File: config.mk
export PLATFORM = sky130hd
export DESIGN_NAME = txpad_top
export DESIGN_NICKNAME = d
export VERILOG_FILES = /design/src/rtl/txpad_pkg.sv /design/src/rtl/txpad_dp.sv /design/src/rtl/txpad_ctrl.sv /design/src/rtl/txpad_top.sv
export SDC_FILE = /design/constraint.sdc
export NUM_CORES = 1
export LEC_CHECK = 0
export BUFFER_PORTS_ARGS = -buffer_cell sky130_fd_sc_hd__buf_2
export CAP_MARGIN = 15
export CORE_MARGIN = 2
export CORE_UTILIZATION = 59
export CTS_CLUSTER_SIZE = 10
export DETAILED_ROUTE_END_ITERATION = 8
export PLACE_DENSITY = 0.81
export REMOVE_ABC_BUFFERS = 1
export SYNTH_ARGS = -nofsm -noshare
export SYNTH_HDL_FRONTEND = slang
export SYNTH_SLANG_ARGS = --single-unit
File: constraint.sdc
create_clock -name clk -period 5.7 [get_ports clk]
set_clock_uncertainty 0.05 [all_clocks]
set_input_delay 1.14 -clock clk [delete_from_list [all_inputs] [get_ports clk]]
set_output_delay 1.14 -clock clk [all_outputs]
set_load 0.1 [all_outputs]
File: src/rtl/txpad_pkg.sv
package txpad_pkg;
  localparam int START_TH0 = 5;
  localparam int START_TH1 = 381;
  localparam int START_TH2 = 1021;
  localparam int MIN_FRAME = 60;
  localparam int MIN_SEND  = 3;

  typedef enum logic [2:0] {ST_IDLE, ST_WAIT, ST_SEND, ST_JAM, ST_BACKOFF} txState_e;
  typedef enum logic [1:0] {JK_RETRY, JK_LATE, JK_EXCESS} jamKind_e;

  typedef struct packed {
    logic latchCmd;
    logic clrIdx;
    logic incIdx;
    logic loadJam;
    logic decJam;
    logic loadBo;
    logic decBo;
    logic incCol;
  } strobe_t;

  typedef struct packed {
    logic lenShort;
    logic startOk;
    logic idxLast;
    logic dataMissing;
    logic inWindow;
    logic jamDone;
    logic boDone;
    logic colFinal;
    logic crcInh;
  } status_t;
endpackage

File: src/rtl/txpad_dp.sv
module txpad_dp
  import txpad_pkg::*;
#(
  parameter int LEN_W        = 11,
  parameter int WINDOW_BYTES = 64,
  parameter int JAM_CYCLES   = 4,
  parameter int SLOT_CYCLES  = 64,
  parameter int MAX_ATTEMPTS = 16,
  parameter int BACKOFF_CAP  = 10
) (
  input  logic             clk,
  input  logic             rstN,
  input  strobe_t          stb,
  input  logic [1:0]       cmdStartSel,
  input  logic             cmdPadDis,
  input  logic             cmdCrcInhibit,
  input  logic [LEN_W-1:0] cmdLen,
  input  logic [LEN_W-1:0] bufLevel,
  input  logic [7:0]       bufRdData,
  output logic [LEN_W-1:0] bufRdAddr,
  output logic [7:0]       txData,
  output status_t          sts
);
  localparam int COL_W = $clog2(MAX_ATTEMPTS + 1);
  localparam int JAM_W = $clog2(JAM_CYCLES + 1);
  localparam int BO_W  = BACKOFF_CAP + $clog2(SLOT_CYCLES + 1) + 1;
  localparam int EXP_W = $clog2(BACKOFF_CAP + 1);

  logic [LEN_W-1:0] lenQ, idx, frameLen, need;
  logic [1:0]       selQ;
  logic             padDisQ, crcInhQ;
  logic [JAM_W-1:0] jamCnt;
  logic [BO_W-1:0]  boCnt;
  logic [COL_W-1:0] colCnt;
  logic [15:0]      lfsr;
  logic [EXP_W-1:0] expo;
  logic [BACKOFF_CAP-1:0] mask, slots;

  always_comb begin
    frameLen = (!padDisQ && lenQ < LEN_W'(MIN_FRAME)) ? LEN_W'(MIN_FRAME) : lenQ;
    case (selQ)
      2'd0:    need = LEN_W'(START_TH0);
      2'd1:    need = LEN_W'(START_TH1);
      2'd2:    need = LEN_W'(START_TH2);
      default: need = lenQ;
    endcase
    if (need > lenQ) need = lenQ;
    expo  = (colCnt > COL_W'(BACKOFF_CAP)) ? EXP_W'(BACKOFF_CAP) : EXP_W'(colCnt);
    mask  = (BACKOFF_CAP'(1) << expo) - BACKOFF_CAP'(1);
    slots = lfsr[BACKOFF_CAP-1:0] & mask;
  end

  assign sts.lenShort    = lenQ < LEN_W'(MIN_SEND);
  assign sts.startOk     = bufLevel >= need;
  assign sts.idxLast     = idx == frameLen - LEN_W'(1);
  assign sts.dataMissing = (idx < lenQ) && (idx >= bufLevel);
  assign sts.inWindow    = idx < LEN_W'(WINDOW_BYTES);
  assign sts.jamDone     = jamCnt == '0;
  assign sts.boDone      = boCnt == '0;
  assign sts.colFinal    = colCnt == COL_W'(MAX_ATTEMPTS - 1);
  assign sts.crcInh      = crcInhQ;
  assign bufRdAddr       = idx;
  assign txData          = (idx < lenQ) ? bufRdData : 8'h00;

  always_ff @(posedge clk or negedge rstN) begin
    if (!rstN) begin
      lenQ <= '0; selQ <= '0; padDisQ <= 1'b0; crcInhQ <= 1'b0;
      idx <= '0; jamCnt <= '0; boCnt <= '0; colCnt <= '0;
      lfsr <= 16'hACE1;
    end else begin
      lfsr <= {lfsr[14:0], lfsr[15] ^ lfsr[13] ^ lfsr[12] ^ lfsr[10]};
      if (stb.latchCmd) begin
        lenQ <= cmdLen; selQ <= cmdStartSel;
        padDisQ <= cmdPadDis; crcInhQ <= cmdCrcInhibit;
        colCnt <= '0;
      end else if (stb.incCol) begin
        colCnt <= colCnt + COL_W'(1);
      end
      if (stb.latchCmd || stb.clrIdx) idx <= '0;
      else if (stb.incIdx)            idx <= idx + LEN_W'(1);
      if (stb.loadJam)     jamCnt <= JAM_W'(JAM_CYCLES - 1);
      else if (stb.decJam) jamCnt <= jamCnt - JAM_W'(1);
      if (stb.loadBo)     boCnt <= BO_W'(slots) * BO_W'(SLOT_CYCLES);
      else if (stb.decBo) boCnt <= boCnt - BO_W'(1);
    end
  end

  AST_IDX_BOUND: assert property (@(posedge clk) disable iff (!rstN)
    idx <= frameLen) else $error("index past frame end");
  AST_COL_LIMIT: assert property (@(posedge clk) disable iff (!rstN)
    colCnt <= COL_W'(MAX_ATTEMPTS)) else $error("collision count overrun");
endmodule

File: src/rtl/txpad_ctrl.sv
module txpad_ctrl
  import txpad_pkg::*;
(
  input  logic    clk,
  input  logic    rstN,
  input  logic    cmdValid,
  input  logic    colIn,
  input  status_t sts,
  output strobe_t stb,
  output logic    txValid,
  output logic    txLast,
  output logic    fcsReq,
  output logic    jamActive,
  output logic    evTxOk,
  output logic    evLate,
  output logic    evExcess,
  output logic    evUnderrun
);
  txState_e  state, stateNx;
  jamKind_e  kind, kindNx;
  logic      okSet, lateSet, excSet, unSet;

  always_comb begin
    stb = '0;
    stateNx = state; kindNx = kind;
    txValid = 1'b0; txLast = 1'b0; fcsReq = 1'b0; jamActive = 1'b0;
    okSet = 1'b0; lateSet = 1'b0; excSet = 1'b0; unSet = 1'b0;
    case (state)
      ST_IDLE: if (cmdValid) begin
        stb.latchCmd = 1'b1;
        stateNx = ST_WAIT;
      end
      ST_WAIT: begin
        if (sts.lenShort)     stateNx = ST_IDLE;
        else if (sts.startOk) stateNx = ST_SEND;
      end
      ST_SEND: begin
        if (sts.dataMissing) begin
          unSet = 1'b1;
          stateNx = ST_IDLE;
        end else if (colIn) begin
          stb.clrIdx = 1'b1;
          stb.loadJam = 1'b1;
          stateNx = ST_JAM;
          if (sts.inWindow) begin
            stb.incCol = 1'b1;
            kindNx = sts.colFinal ? JK_EXCESS : JK_RETRY;
          end else begin
            kindNx = JK_LATE;
          end
        end else begin
          txValid = 1'b1;
          stb.incIdx = 1'b1;
          if (sts.idxLast) begin
            txLast = 1'b1;
            fcsReq = !sts.crcInh;
            okSet = 1'b1;
            stateNx = ST_IDLE;
          end
        end
      end
      ST_JAM: begin
        jamActive = 1'b1;
        if (!sts.jamDone) stb.decJam = 1'b1;
        else begin
          case (kind)
            JK_RETRY: begin stb.loadBo = 1'b1; stateNx = ST_BACKOFF; end
            JK_LATE:  begin lateSet = 1'b1; stateNx = ST_IDLE; end
            default:  begin excSet = 1'b1; stateNx = ST_IDLE; end
          endcase
        end
      end
      ST_BACKOFF: begin
        if (sts.boDone) stateNx = ST_SEND;
        else            stb.decBo = 1'b1;
      end
      default: stateNx = ST_IDLE;
    endcase
  end

  always_ff @(posedge clk or negedge rstN) begin
    if (!rstN) begin
      state <= ST_IDLE; kind <= JK_RETRY;
      evTxOk <= 1'b0; evLate <= 1'b0; evExcess <= 1'b0; evUnderrun <= 1'b0;
    end else begin
      state <= stateNx; kind <= kindNx;
      evTxOk <= okSet; evLate <= lateSet; evExcess <= excSet; evUnderrun <= unSet;
    end
  end

  AST_ONE_EVENT: assert property (@(posedge clk) disable iff (!rstN)
    $onehot0({evTxOk, evLate, evExcess, evUnderrun})) else $error("two events");
  AST_JAM_CAUSE: assert property (@(posedge clk) disable iff (!rstN)
    $rose(jamActive) |-> $past(colIn)) else $error("jam without collision");
  AST_FCS_THEN_OK: assert property (@(posedge clk) disable iff (!rstN)
    fcsReq |=> evTxOk) else $error("fcs request not at frame end");
  AST_LATE_AFTER_JAM: assert property (@(posedge clk) disable iff (!rstN)
    evLate |-> $past(jamActive)) else $error("late event without jam");
endmodule

File: src/rtl/txpad_top.sv
module txpad_top
  import txpad_pkg::*;
#(
  parameter int LEN_W        = 11,
  parameter int WINDOW_BYTES = 64,
  parameter int JAM_CYCLES   = 4,
  parameter int SLOT_CYCLES  = 64,
  parameter int MAX_ATTEMPTS = 16,
  parameter int BACKOFF_CAP  = 10
) (
  input  logic             clk,
  input  logic             rstN,
  input  logic             cmdValid,
  input  logic [1:0]       cmdStartSel,
  input  logic             cmdPadDis,
  input  logic             cmdCrcInhibit,
  input  logic [LEN_W-1:0] cmdLen,
  input  logic [LEN_W-1:0] bufLevel,
  output logic [LEN_W-1:0] bufRdAddr,
  input  logic [7:0]       bufRdData,
  input  logic             colIn,
  input  logic             excessIrqEn,
  output logic             txValid,
  output logic [7:0]       txData,
  output logic             txLast,
  output logic             fcsReq,
  output logic             jamActive,
  output logic             evTxOk,
  output logic             evLate,
  output logic             evExcess,
  output logic             evUnderrun,
  output logic             irq
);
  strobe_t stb;
  status_t sts;

  txpad_ctrl u_ctrl (
    .clk, .rstN, .cmdValid, .colIn, .sts, .stb,
    .txValid, .txLast, .fcsReq, .jamActive,
    .evTxOk, .evLate, .evExcess, .evUnderrun
  );

  txpad_dp #(
    .LEN_W(LEN_W), .WINDOW_BYTES(WINDOW_BYTES), .JAM_CYCLES(JAM_CYCLES),
    .SLOT_CYCLES(SLOT_CYCLES), .MAX_ATTEMPTS(MAX_ATTEMPTS), .BACKOFF_CAP(BACKOFF_CAP)
  ) u_dp (
    .clk, .rstN, .stb, .cmdStartSel, .cmdPadDis, .cmdCrcInhibit, .cmdLen,
    .bufLevel, .bufRdData, .bufRdAddr, .txData, .sts
  );

  assign irq = evExcess & excessIrqEn;
endmodule

* Word level (Yosys, flattened, before mapping)
Cells that the tools add are included.
** Operators by class
- Shift-type cells :: 1
- Muxes and demuxes :: 60
- Bitwise logic cells :: 6
- $lt $le $gt $ge :: 8
- Reductions and logical operators :: 17
- $add $sub $neg :: 6
- Equality and inequality tests :: 14
** Operators by type and width (number)
- 11-bit two-way mux :: 4
- 3-bit two-way mux :: 13
- 18-bit two-way mux :: 2
- 11-bit case mux with 3 select lines :: 1
- 1-bit two-way mux :: 32
- 11-bit >= comparator :: 2
- 18-bit logical NOT :: 1
- 18-bit by 1-bit subtractor with 18-bit output (second input constant) :: 1
- 3-bit case mux with 5 select lines :: 1
- 11-bit by 1-bit adder with 11-bit output (second input constant) :: 1
- 11-bit == test :: 1
- 11-bit greater-than comparator :: 1
- 11-bit < comparator :: 1
- 11-bit by 2-bit < comparator with 1-bit output (second input constant) :: 1
- 11-bit by 6-bit < comparator with 1-bit output (second input constant) :: 1
- 11-bit by 7-bit < comparator with 1-bit output (second input constant) :: 1
- 11-bit by 1-bit subtractor with 11-bit output (second input constant) :: 1
- 10-bit AND :: 1
- 5-bit two-way mux :: 2
- 1-bit by 4-bit left shift with 10-bit output (first input constant) :: 1
- 10-bit by 2-bit subtractor with 10-bit output (second input constant) :: 1
- 8-bit two-way mux :: 1
- 2-bit nonzero test :: 4
- 3-bit by 2-bit == test with 1-bit output (second input constant) :: 2
- other kinds (25) :: 35
** Storage, ports and cells
- Input port bits :: 39
- Output and inout port bits :: 28
- Register bits :: 77
- Logic and storage cells :: 127

* Logic depth before layout (Yosys ltp)
Gate-level depths: netlist of the first run.
- Depth in word-level cells :: 9
- Mapped depth :: 19
- Mapped depth without buffers :: 19

* Cells and area by module
From an unflattened synthesis of the first run, not the netlist that was laid out.
** Second synthesis, totals
- Cell total of the unflattened synthesis :: 561
- Area total of the unflattened synthesis :: 5144.9 um^2
** By module, submodules not included
- txpad_dp :: cells an instance 504, sequential area each 1711.6 um^2, area each 4584.4 um^2, times used 1
- txpad_ctrl :: cells an instance 56, sequential area each 225.2 um^2, area each 554.3 um^2, times used 1
- txpad_top :: cells an instance 1, sequential area each 0.0 um^2, area each 6.3 um^2, times used 1

* Worst setup path before layout of the first run
Ideal clock, no wire load.
- Path kind :: register to output
- From :: register u_dp.lenQ[7]
- To :: output port fcsReq
- Required time :: 4.510 ns
- Cell stages (with the launch flop) :: 13
- Slack :: -1.244 ns
- Data arrival time :: 5.754 ns
- Buffers on the path :: 1
- Cell sequence :: dfrtp_1 clkbuf_1 nor3_1 nand3_1 nand2_1 ha_1 or3b_2 o311ai_0 o21ai_1 a2111oi_2 o2111ai_1 nor4_2 nor2b_1
** Between the ends
- Cells in the longest elaborated chain, start to end :: 9
- Elaborated cells between the ends (all ways) :: 11
** Ends and longest elaborated chain
- start, declared :: RTL line txpad_dp.sv:29 : logic [LEN_W-1:0] lenQ, idx, frameLen, need;
- start signal, assigned :: RTL line txpad_dp.sv:73 : lenQ <= cmdLen; selQ <= cmdStartSel;
- 11-bit by 6-bit < comparator with 1-bit output :: RTL line txpad_dp.sv:40 : frameLen = (!padDisQ && lenQ < LEN_W'(MIN_FRAME)) ? LEN_W'(MIN_FRAME) : lenQ;
- 1-bit logical AND :: RTL line txpad_dp.sv:40
- 11-bit two-way mux :: RTL line txpad_dp.sv:40
- 11-bit by 1-bit subtractor with 11-bit output :: RTL line txpad_dp.sv:55 : assign sts.idxLast = idx == frameLen - LEN_W'(1);
- 11-bit == test :: RTL line txpad_dp.sv:55
- 1-bit two-way mux :: RTL line txpad_ctrl.sv:54 : if (sts.idxLast) begin
- 1-bit two-way mux :: RTL line txpad_ctrl.sv:41 : end else if (colIn) begin
- 1-bit two-way mux * :: RTL line txpad_ctrl.sv:38 : if (sts.dataMissing) begin
- 1-bit two-way mux * :: RTL line txpad_ctrl.sv:28 : case (state)
- end, declared :: RTL line txpad_top.sv:26 : output logic fcsReq,
Every way passes the cells marked *; elsewhere a longest branch is shown, timed or not.

* Worst setup path in the final report of the first run
Same ends and word-level chain as after synthesis.

==> summary.txt, run 1 <==
Power
  • Net Sw Frac: between 40% and 50%
  • Register share of total power: 28.9%
  • Pint: 1.551 mW
  • VDD IR-drop max: 0.5339 mV
  • Combinational share of power: between 50% and 60%
  • Clk pwr share: around 14%
  • PwrDens: 526.2 nW/um2
  • Pleak: approximately 2.8 nW
  • Tot Pwr: roughly 3.1 mW
  • Switching Power: between 1.5 and 2 mW

Global routing
  • Initial antenna violation count: 0
  • Vias in the first global route: around 4600
  • Grt total ovfl: 0
  • First-pass GRT wire length: roughly 22000 um
  • Largest net degree at the start of global routing: 78
  • Gr usage total: roughly 29%

STA
  • Period minus WS final: around 5.4 ns
  • # setup viols final: 0
  • Crit share post-route: 94.54%
  • RSZ-0062 raised after global routing: false
  • FMAX: between 150 and 200 MHz
  • Setup TNS: 0 ns
  • Hold WS: between 0.3 and 0.4 ns
  • Final count of pins violating max slew: 0
  • Final Hold Viols: 0
  • Fin worst setup slack: a little over 0.3 ns
  • Slew Limit Headroom: a little over a third
  • Worst slew pin tran: about 0.96 ns

Placement
  • Half-perimeter wire length after placement: about 9900 um
  • DP Worst Slack: just over 0.7 ns
  • Port Buf Inserts: 66
  • Routability Congestion: 1.058
  • Placed Cells: 741
  • Placed Area: roughly 5600 um2

Finish
  • Area delta synth->final: 11.49%
  • Most common cell after layout, fill and taps aside: dfrtp_1
  • Fin area: 5853 um2
  • Finished Core Util: roughly 67%
  • Most frequent cells in the layout: dfrtp_1, nand2_1, buf_2, ha_1, o21ai_0
  • # diodes: 0
  • Share of layout cells above drive strength 1: 17.54%
  • Non-Filler Instances: 758
  • Final nets: approximately 730

Route
  • Vias: 4714
  • Via density: slightly above 6
  • WL per Instance: about 18 um
  • Antenna-violating nets left: 0
  • Residual DRC: 0
  • Detailed Routing Iterations Pass 1: 5
  • Post-Route WL: 13610 um
  • DRT iter0 DRCs: just over 300

CTS
  • H-Tree Depth: 3
  • Clock buffer depth: 2
  • Total CTS buffers: 9
  • Root Buffer: clkbuf_8
  • Worst-Skew Late Latency: approximately 0.37 ns
  • Sink Count: 77
  • TritonCTS clock tree: built
  • Register clock-pin slew on the reported worst setup and hold paths: 0.10 ns
  • Cts hold-fix bufs: 0

Worst setup path
  • Worst setup path class: reg -> out
  • Crit Path Max Fanout: 8
  • Reg2Reg Depth: 18
  • Setup slack, reg-to-reg: 0.73 ns
  • Reg2reg end: u_ctrl.state[0]
  • Crit path DAT: between 4 and 5 ns
  • Crit path capture: fcsReq
  • CP endpoint kind: primary output
  • Setup crit start: u_dp.lenQ[7]
  • WP data required: 4.51 ns
  • R2r startpoint: u_dp.selQ[1]
  • Startpoint Class: flip-flop

Synth
  • Seq cells post-synth: 77
  • EDFF count, synth: 0
  • Main flop type after synthesis: dfrtp_1
  • Async set or reset register ratio after synthesis: between 90% and 100%
  • Avg Synthesized Cell Area: ~8.9 um2
  • Mapped Area: 5250 um2
  • Yosys cell types: 69
  • Cells after synthesis: between 500 and 600
  • Register area share after synthesis: between 30 and 40%
  • Yosys warns: 0

Die
  • Die Height: ~98 um
  • Core ar.: just under 9000 um2
  • Die Area: approximately 9700 um2
  • Num rows: 34
  • Ports: 67
  • Die Width: about 98 um
  • Initial Util: roughly three fifths

Run
  • Max-cap violation count: 0

Min path
  • Path type of the worst min-delay path: reg -> reg

Run status
  • Outcome: complete, no violations
power groups by stage:
stage | combinational [mW] | sequential [mW] | clock, mW
after floorplan | 1.25 | 0.888 | 0
after global placement | 1.61 | 0.871 | 0
after detailed placement | 1.70 | 0.883 | 0
after CTS | 1.72 | 0.877 | 0.430
after global routing | 1.94 | 0.909 | 0.453
final | 1.76 | 0.891 | 0.427
worst max-delay path, stage by stage, from the launching register on:
cell	delay [ns]
dfrtp_1	0.48
nor3_1	0.40
nand3_1	0.20
nand2_1	0.13
ha_1	0.25
or3b_2	0.52
o311ai_0	0.12
o21ai_1	0.15
a2111oi_2	0.41
o2111ai_1	0.27
nor4_2	0.31
nor2b_1	0.17
buf_2	0.42
timing repair:
item                                    in CTS  in global routing
gates resized for setup                      0                  1
setup buffers                                0                  0
endpoints found under the setup margin       0                  1
flip-flops by register name, summed over array words and instances (netlist names):
| signal | cells |
|---|---|
| u_dp.boCnt | 18 |
| u_dp.lfsr | 16 |
| u_dp.bufRdAddr | 11 |
| u_dp.lenQ | 11 |
| u_dp.colCnt | 5 |
| u_ctrl.state | 3 |
| u_dp.jamCnt | 3 |
| u_ctrl.kind | 2 |
| u_dp.selQ | 2 |
| u_ctrl.evExcess | 1 |
| u_ctrl.evLate | 1 |
| u_ctrl.evTxOk | 1 |
| u_ctrl.evUnderrun | 1 |
| u_dp.crcInhQ | 1 |
| u_dp.padDisQ | 1 |
worst min path at each step:
stage,startpoint,endpoint,slack (ns),cells after the start
global route,u_dp.lfsr[14],u_dp.lfsr[15],0.33,0
finish,u_dp.lfsr[6],u_dp.lfsr[7],0.31,0
floorplan,u_dp.lfsr[14],u_dp.lfsr[15],0.28,0
CTS,u_dp.lfsr[14],u_dp.lfsr[15],0.31,0
detailed placement,u_dp.lfsr[14],u_dp.lfsr[15],0.30,0
global placement,u_dp.lfsr[14],u_dp.lfsr[15],0.29,0
cell type report:
cell class,instances,area [um2]
multi-input combinational,450,3078
fill,705,2825
sequential,77,1937
timing repair buffer,70,366.6
inverter,37,138.9
tap,108,135.1
clock buffer,10,127.6
clock inverter,6,70.07
logic make-up (layout without fill, tap and decap cells):
family / count (synthesis) / after routing / synth area share, %
and+or+nand+nor: 218 / 218 / 21.47
AOI/OAI and AO/OA: 141 / 141 / 17.52
DFF: 77 / 77 / 36.89
buffers and inverters: 64 / 123 / 4.790
adders and majority gates: 50 / 50 / 11.92
xor gates and xnor gates: 28 / 28 / 4.933
muxes: 13 / 13 / 2.478
Yosys cell counts (7+ instances only):
cell | number | area [um2]
o21ai_0 | 41 | 205.2
nand2_1 | 68 | 255.2
xnor2_1 | 20 | 175.2
and2_1 | 13 | 81.33
inv_1 | 37 | 138.9
dfstp_2 | 8 | 210.2
dfrtp_1 | 69 | 1727
ha_1 | 50 | 625.6
nor3_1 | 16 | 80.08
nand4_1 | 8 | 50.05
nor2_1 | 33 | 123.9
nand3_1 | 25 | 125.1
clkbuf_1 | 22 | 82.58
a21oi_1 | 32 | 160.2
a31oi_1 | 11 | 68.82
xor2_1 | 7 | 61.31
mux2i_1 | 13 | 130.1
metal layers:
| metal | vias up | global-route usage (%) | routed length, um |
|---|---|---|---|
| li1 | 2232 | - | - |
| met1 | 2228 | 38.59 | 5865 |
| met2 | 203 | 44.48 | 6230 |
| met3 | 51 | 6.514 | 1065 |
| met4 | 0 | 13.49 | 450 |
| met5 | - | 0 | 0 |
Note: power is estimated with default switching activity, not from simulation.
==> run 2: changes to the inputs <==
--- a/config.mk
+++ b/config.mk
@@ -8,10 +8,11 @@
 export BUFFER_PORTS_ARGS = -buffer_cell sky130_fd_sc_hd__buf_2
 export CAP_MARGIN = 15
 export CORE_MARGIN = 2
-export CORE_UTILIZATION = 59
+export CORE_UTILIZATION = 61
+export CTS_BUF_LIST = sky130_fd_sc_hd__clkbuf_2 sky130_fd_sc_hd__clkbuf_4 sky130_fd_sc_hd__clkbuf_8
 export CTS_CLUSTER_SIZE = 10
 export DETAILED_ROUTE_END_ITERATION = 8
-export PLACE_DENSITY = 0.81
+export PLACE_DENSITY = 0.83
 export REMOVE_ABC_BUFFERS = 1
 export SYNTH_ARGS = -nofsm -noshare
 export SYNTH_HDL_FRONTEND = slang
==> run 2 against run 1 <==
Register-to-register slack gained 0.14 ns; wire length grew 3.8%; utilization grew 3.2 points; clock power grew 1%; largest power group unchanged; maximum frequency shrank 0.53%; combinational power is essentially flat; total power grew 0.11%; die area shrank 3.1%; setup slack lost 0.029 ns.
==> summary.txt, run 2 (synthesized netlist as in run 1, its figures left out) <==
Run
  • Max-cap violation count: 0 (unchanged)

Global routing
  • Vias in the first global route: 4594 (was 4647)
  • First-pass GRT wire length: 22830 um (was 22400 um)
  • Initial antenna violation count: 0 (unchanged)
  • Gr usage total: 30.36% (was 28.78%)
  • Grt total ovfl: 0 (unchanged)
  • Largest net degree at the start of global routing: 78 (unchanged)

Finish
  • Share of layout cells above drive strength 1: 17.94% (was 17.54%)
  • Non-Filler Instances: 757 (was 758)
  • Most common cell after layout, fill and taps aside: dfrtp_1 (unchanged)
  • Finished Core Util: 70.62% (was 67.45%)
  • Biggest register: u_dp.boCnt (unchanged)
  • # diodes: 0 (unchanged)
  • Most frequent cells in the layout: dfrtp_1, nand2_1, buf_2, ha_1, o21ai_0 (unchanged)
  • Final nets: 736 (was 734)
  • Top flop regs: u_dp.boCnt: 18 flops, u_dp.lfsr: 16 flops (unchanged)
  • Max reg flops: 18 (unchanged)
  • Area delta synth->final: 11.63% (was 11.49%)

Worst setup path
  • Crit Path Max Fanout: 8 (unchanged)
  • R2r startpoint: u_dp.selQ[1] (unchanged)
  • Top delay family on crit path: simple AND/OR/NAND/NOR gates (unchanged)
  • Crit path DAT: 4.23 ns (was 4.20 ns)
  • CP Depth: 12 (unchanged)
  • Reg2Reg Depth: 18 (unchanged)
  • Worst setup path class: reg -> out (unchanged)
  • WP data required: 4.51 ns (about the same)
  • Crit path capture: fcsReq (unchanged)
  • Reg2reg end: u_ctrl.state[0] (unchanged)
  • Startpoint Class: flip-flop (unchanged)
  • Setup crit start: u_dp.lenQ[7] (unchanged)
  • Setup slack, reg-to-reg: 0.87 ns (was 0.73 ns)
  • Cell breakdown of the critical path: nor3_1, nand3_1, nand2_1, ha_1, or3b_2, o311ai_0, o21ai_1, a2111oi_2, o2111ai_1, nor4_2, nor2b_1, buf_2 (unchanged)
  • CP endpoint kind: primary output (unchanged)
  • Crit-path slowest cell: or3b_2 (unchanged)
  • WP buf/inv: 1 (unchanged)
  • Crit-path max cell delay: 0.50 ns (was 0.52 ns)

Route
  • Residual DRC: 0 (unchanged)
  • Vias: 4859 (was 4714)
  • Post-Route WL: 14140 um (was 13610 um)
  • Detailed Routing Iterations Pass 1: 7 (was 5)
  • Antenna-violating nets left: 0 (unchanged)
  • WL per Instance: 18.67 um (was 17.96 um)
  • Via density: 6.419 (was 6.219)
  • DRT iter0 DRCs: 408 (was 306)

Placement
  • Routability Congestion: 0.9662 (was 1.058)
  • DP Worst Slack: 0.6692 ns (was 0.7052 ns)
  • Port Buf Inserts: 66 (unchanged)
  • Half-perimeter wire length after placement: 10160 um (was 9910 um)
  • Placed Cells: 741 (unchanged)

CTS
  • TritonCTS clock tree: built (unchanged)
  • Post-CTS sizing: 0 (unchanged)
  • Worst-Skew Late Latency: 0.37 ns (about the same)
  • Total CTS buffers: 9 (unchanged)
  • Cts hold-fix bufs: 0 (unchanged)
  • Root Buffer: clkbuf_8 (unchanged)
  • Number of setup buffers added after CTS: 0 (unchanged)
  • Register clock-pin slew on the reported worst setup and hold paths: 0.09 ns (was 0.10 ns)
  • Clock buffer depth: 2 (unchanged)
  • Sink Count: 77 (unchanged)
  • H-Tree Depth: 3 (unchanged)

Power
  • PwrDens: 526.1 nW/um2 (was 526.2 nW/um2)
  • VDD IR-drop max: 0.4435 mV (was 0.5339 mV)
  • Pleak: 2.778 nW (was 2.759 nW)
  • Tot Pwr: 3.083 mW (was 3.080 mW)

Die
  • Core ar.: 8299 um2 (was 8678 um2)
  • Die Area: 9364 um2 (was 9669 um2)
  • Die Width: 96.77 um (was 98.33 um)
  • Die Height: 96.77 um (was 98.33 um)
  • Ports: 67 (unchanged)
  • Initial Util: 63.26% (was 60.50%)
  • Num rows: 33 (was 34)

STA
  • Hold WS: 0.3175 ns (was 0.3127 ns)
  • Final Hold Viols: 0 (unchanged)
  • Slew Limit Headroom: 35.74% (was 35.92%)
  • Worst slew pin tran: 0.9639 ns (was 0.9577 ns)
  • Crit share post-route: 95.04% (was 94.54%)
  • RSZ-0062 raised after global routing: false (unchanged)
  • Final count of pins violating max slew: 0 (unchanged)
  • # setup viols final: 0 (unchanged)
  • Fin worst setup slack: 0.2827 ns (was 0.3114 ns)
  • FMAX: 184.6 MHz (was 185.6 MHz)
  • Period minus WS final: 5.417 ns (was 5.389 ns)

Min path
  • Path type of the worst min-delay path: reg -> reg (unchanged)

Run status
  • Outcome: complete, no violations (unchanged)
-- run 2: changes by cell type in the layout (fill, tap and decap cells not counted) --
cell / change
clkinv_4: +2
buf_4: +3
clkinvlp_4: -2
inv_6: -1
buf_6: -1
clkinv_2: +2
clkbuf_1: -1
-- run 2: worst min path at each step --
stage                         end  slack, ns  depth (start not counted)           from
global route         u_dp.lfsr[6]       0.32                          0   u_dp.lfsr[5]
global placement    u_dp.lfsr[15]       0.29                          0  u_dp.lfsr[14]
finish               u_dp.lfsr[6]       0.32                          0   u_dp.lfsr[5]
detailed placement  u_dp.lfsr[15]       0.30                          0  u_dp.lfsr[14]
floorplan           u_dp.lfsr[15]       0.28                          0  u_dp.lfsr[14]
CTS                 u_dp.lfsr[15]       0.31                          0  u_dp.lfsr[14]
-- run 2: power by group --
| group | total, mW | switching (mW) | internal (mW) |
|---|---|---|---|
| registers | 0.893 | 0.221 | 0.672 |
| logic | 1.76 | 1.08 | 0.673 |
| clock network | 0.432 | 0.228 | 0.204 |
| total | 3.08 | 1.53 | 1.55 |
-- run 2: final cells by class --
class,instances,area [um2]
inverters,37,138.9
flip-flops and latches,77,1937
clock inverters,7,73.82
multi-input cells,450,3078
clock buffers,9,123.9
repair buffers,72,377.9
well taps,105,131.4
fillers,668,2439
-- run 2: stage by stage --
step	TNS [ns]	instance area, um2
after floorplan	-1.697	5137
after global routing	0	5861
final	0	5861
after global placement	0	5658
after CTS	0	5856
after detailed placement	0	5658
-- run 2: per-layer routing --
layer / global-route usage (%) / vias to the layer above / routed length (um)
met3: 6.214 / 38 / 1247
met4: 9.209 / 0 / 279
li1: - / 2240 / -
met2: 49.41 / 268 / 6643
met5: 0 / - / 0
met1: 41.11 / 2313 / 5965
==> run 3: changes to the inputs <==
==> constraint.sdc (replaced) <==
create_clock -name clk -period 5.7 [get_ports clk]
set_clock_uncertainty 0.05 [all_clocks]
set_input_delay 1.14 -clock clk [delete_from_list [all_inputs] [get_ports clk]]
set_output_delay 1.14 -clock clk [all_outputs]
set_load 0.005 [all_outputs]
==> run 3 against run 2 <==
Sequential power about the same; die area did not move; total power down 5.9%; count of clock-buffer cells in the layout unchanged; critical path type unchanged.
==> summary.txt, run 3 (synthesized netlist as in run 1, its figures left out) <==
Run status
  • Outcome: complete, no violations (unchanged)

Global routing
  • Initial antenna violation count: 0 (unchanged)
  • Gr usage total: 30.62% (was 30.36%)
  • Vias in the first global route: 4675 (was 4594)
  • Grt total ovfl: 0 (unchanged)
  • Largest net degree at the start of global routing: 78 (unchanged)
  • First-pass GRT wire length: 23160 um (was 22830 um)

Finish
  • Area delta synth->final: 11.39% (was 11.63%)
  • Biggest register: u_dp.boCnt (unchanged)
  • Finished Core Util: 70.47% (was 70.62%)
  • Most frequent cells in the layout: dfrtp_1, nand2_1, buf_2, ha_1, o21ai_0 (unchanged)
  • Most common cell after layout, fill and taps aside: dfrtp_1 (unchanged)
  • Top flop regs: u_dp.boCnt: 18 flops, u_dp.lfsr: 16 flops (unchanged)
  • Final nets: 734 (was 736)
  • Fillcell total: 644 (was 668)
  • Share of layout cells above drive strength 1: 17.54% (was 17.94%)
  • Max reg flops: 18 (unchanged)
  • # diodes: 0 (unchanged)

Route
  • Antenna-violating nets left: 0 (unchanged)
  • Via density: 6.310 (was 6.419)
  • Detailed Routing Iterations Pass 1: 5 (was 7)
  • Post-Route WL: 13710 um (was 14140 um)
  • DRT iter0 DRCs: 332 (was 408)
  • WL per Instance: 18.16 um (was 18.67 um)
  • Residual DRC: 0 (unchanged)
  • Vias: 4764 (was 4859)

STA
  • Crit share post-route: 92.13% (was 95.04%)
  • Setup TNS: 0 ns (unchanged)
  • Slew Limit Headroom: 34.74% (was 35.74%)
  • FMAX: 190.4 MHz (was 184.6 MHz)
  • Hold WS: 0.3077 ns (was 0.3175 ns)
  • Final count of pins violating max slew: 0 (unchanged)
  • # setup viols final: 0 (unchanged)
  • Period minus WS final: 5.251 ns (was 5.417 ns)
  • Final Hold Viols: 0 (unchanged)
  • RSZ-0062 raised after global routing: false (unchanged)
  • Worst slew pin tran: 0.9789 ns (was 0.9639 ns)

CTS
  • Worst-Skew Late Latency: 0.36 ns (was 0.37 ns)
  • Root Buffer: clkbuf_8 (unchanged)
  • Clock buffer depth: 2 (unchanged)
  • Total CTS buffers: 9 (unchanged)
  • Register clock-pin slew on the reported worst setup and hold paths: 0.08 ns (was 0.09 ns)
  • Cts hold-fix bufs: 0 (unchanged)
  • H-Tree Depth: 3 (unchanged)
  • Post-CTS sizing: 0 (unchanged)
  • Number of setup buffers added after CTS: 0 (unchanged)
  • Sink Count: 77 (unchanged)
  • TritonCTS clock tree: built (unchanged)

Worst setup path
  • WP data required: 4.51 ns (about the same)
  • CP endpoint kind: primary output (unchanged)
  • Crit Path Max Fanout: 8 (unchanged)
  • Crit-path max cell delay: 0.56 ns (was 0.50 ns)
  • Crit-path slowest cell: nor3_1 (was or3b_2)
  • Crit path DAT: 4.06 ns (was 4.23 ns)
  • Worst setup path class: reg -> out (unchanged)
  • Setup slack, reg-to-reg: 0.95 ns (was 0.87 ns)
  • Cell breakdown of the critical path: nor3_1, nand3_1, nand2_1, ha_1, or3b_2, o311ai_0, o21ai_1, a2111oi_2, o2111ai_1, nor4_2, nor2b_1, buf_2 (unchanged)
  • Startpoint Class: flip-flop (unchanged)

Die
  • Die Width: 96.77 um (unchanged)
  • Core ar.: 8299 um2 (unchanged)
  • Die Area: 9364 um2 (unchanged)
  • Num rows: 33 (unchanged)
  • Initial Util: 63.26% (unchanged)
  • Die Height: 96.77 um (unchanged)
  • Ports: 67 (unchanged)

Min path
  • Path type of the worst min-delay path: reg -> reg (unchanged)

Placement
  • Routability Congestion: 1.041 (was 0.9662)
  • Half-perimeter wire length after placement: 10060 um (was 10160 um)
  • Port Buf Inserts: 66 (unchanged)

Power
  • Pleak: 2.761 nW (was 2.778 nW)
  • VDD IR-drop max: 0.4162 mV (was 0.4435 mV)
  • PwrDens: 495.9 nW/um2 (was 526.1 nW/um2)

Run
  • Max-cap violation count: 0 (unchanged)
run 3: cell types whose count changed in the layout (fill, tap and decap cells not counted):
cell	change
nor3_2	-1
clkinvlp_4	+2
buf_4	-2
inv_8	+1
clkinv_4	-1
nor3_1	+1
clkinv_2	-2
run 3: per-layer routing:
layer | share of wire (%) | vias up | wire, um | GRT usage, %
li1 | - | 2228 | - | -
met1 | 45 | 2302 | 6174 | 42.85
met2 | 46 | 202 | 6241 | 48.18
met3 | 7.3 | 32 | 999 | 5.925
met4 | 2.2 | 0 | 296 | 9.967
met5 | 0 | - | 0 | 0
run 3: worst max-delay path: cells and delay by family (launching register included):
family                   cells  cell delay, ns
flip-flops                   1            0.49
buffers and inverters        1            0.11
adder cells (fa/ha/maj)      1            0.26
AND/OR/NAND/NOR              6            1.89
AO/OA/AOI/OAI                4            0.95
run 3: power by group:
part	leakage (nW)	internal, mW	switching, mW	total, mW
Clock	0.0940	0.207	0.223	0.431
Sequential	1.00	0.672	0.220	0.892
Combinational	1.66	0.670	0.907	1.58
Total	2.76	1.55	1.35	2.90
run 3: final timing paths:
check | cells past startpoint | start | end
worst max-delay path | 12 | u_dp.lenQ[9] | fcsReq
worst min-delay path | 0 | u_dp.lfsr[14] | u_dp.lfsr[15]
worst max register to register | 18 | u_dp.selQ[1] | u_ctrl.state[0]
worst min register to register | 0 | u_dp.lfsr[14] | u_dp.lfsr[15]
max in group asynchronous | 1 | rstN | u_dp.lfsr[14]
min in group asynchronous | 1 | rstN | u_ctrl.evUnderrun
run 3: cell type report:
class | count | area, um2 | area share (%)
multi-input cells | 450 | 3073 | 52.55
flip-flops and latches | 77 | 1937 | 33.12
repair buffers | 70 | 362.8 | 6.205
inverters | 37 | 138.9 | 2.375
well taps | 105 | 131.4 | 2.246
clock buffers | 9 | 123.9 | 2.118
clock inverters | 7 | 81.33 | 1.391
run 3: through the flow:
step / total power [mW] / cells / worst slack, ns / instance area [um2]
after floorplan: 2.001 / 564 / 1.560 / 5137
after global placement: 2.368 / 739 / 0.9669 / 5643
after detailed placement: 2.439 / 739 / 0.9252 / 5643
after CTS: 2.878 / 755 / 0.5242 / 5848
after global routing: 3.155 / 755 / 0.1440 / 5848
final: 2.900 / 755 / 0.4486 / 5848
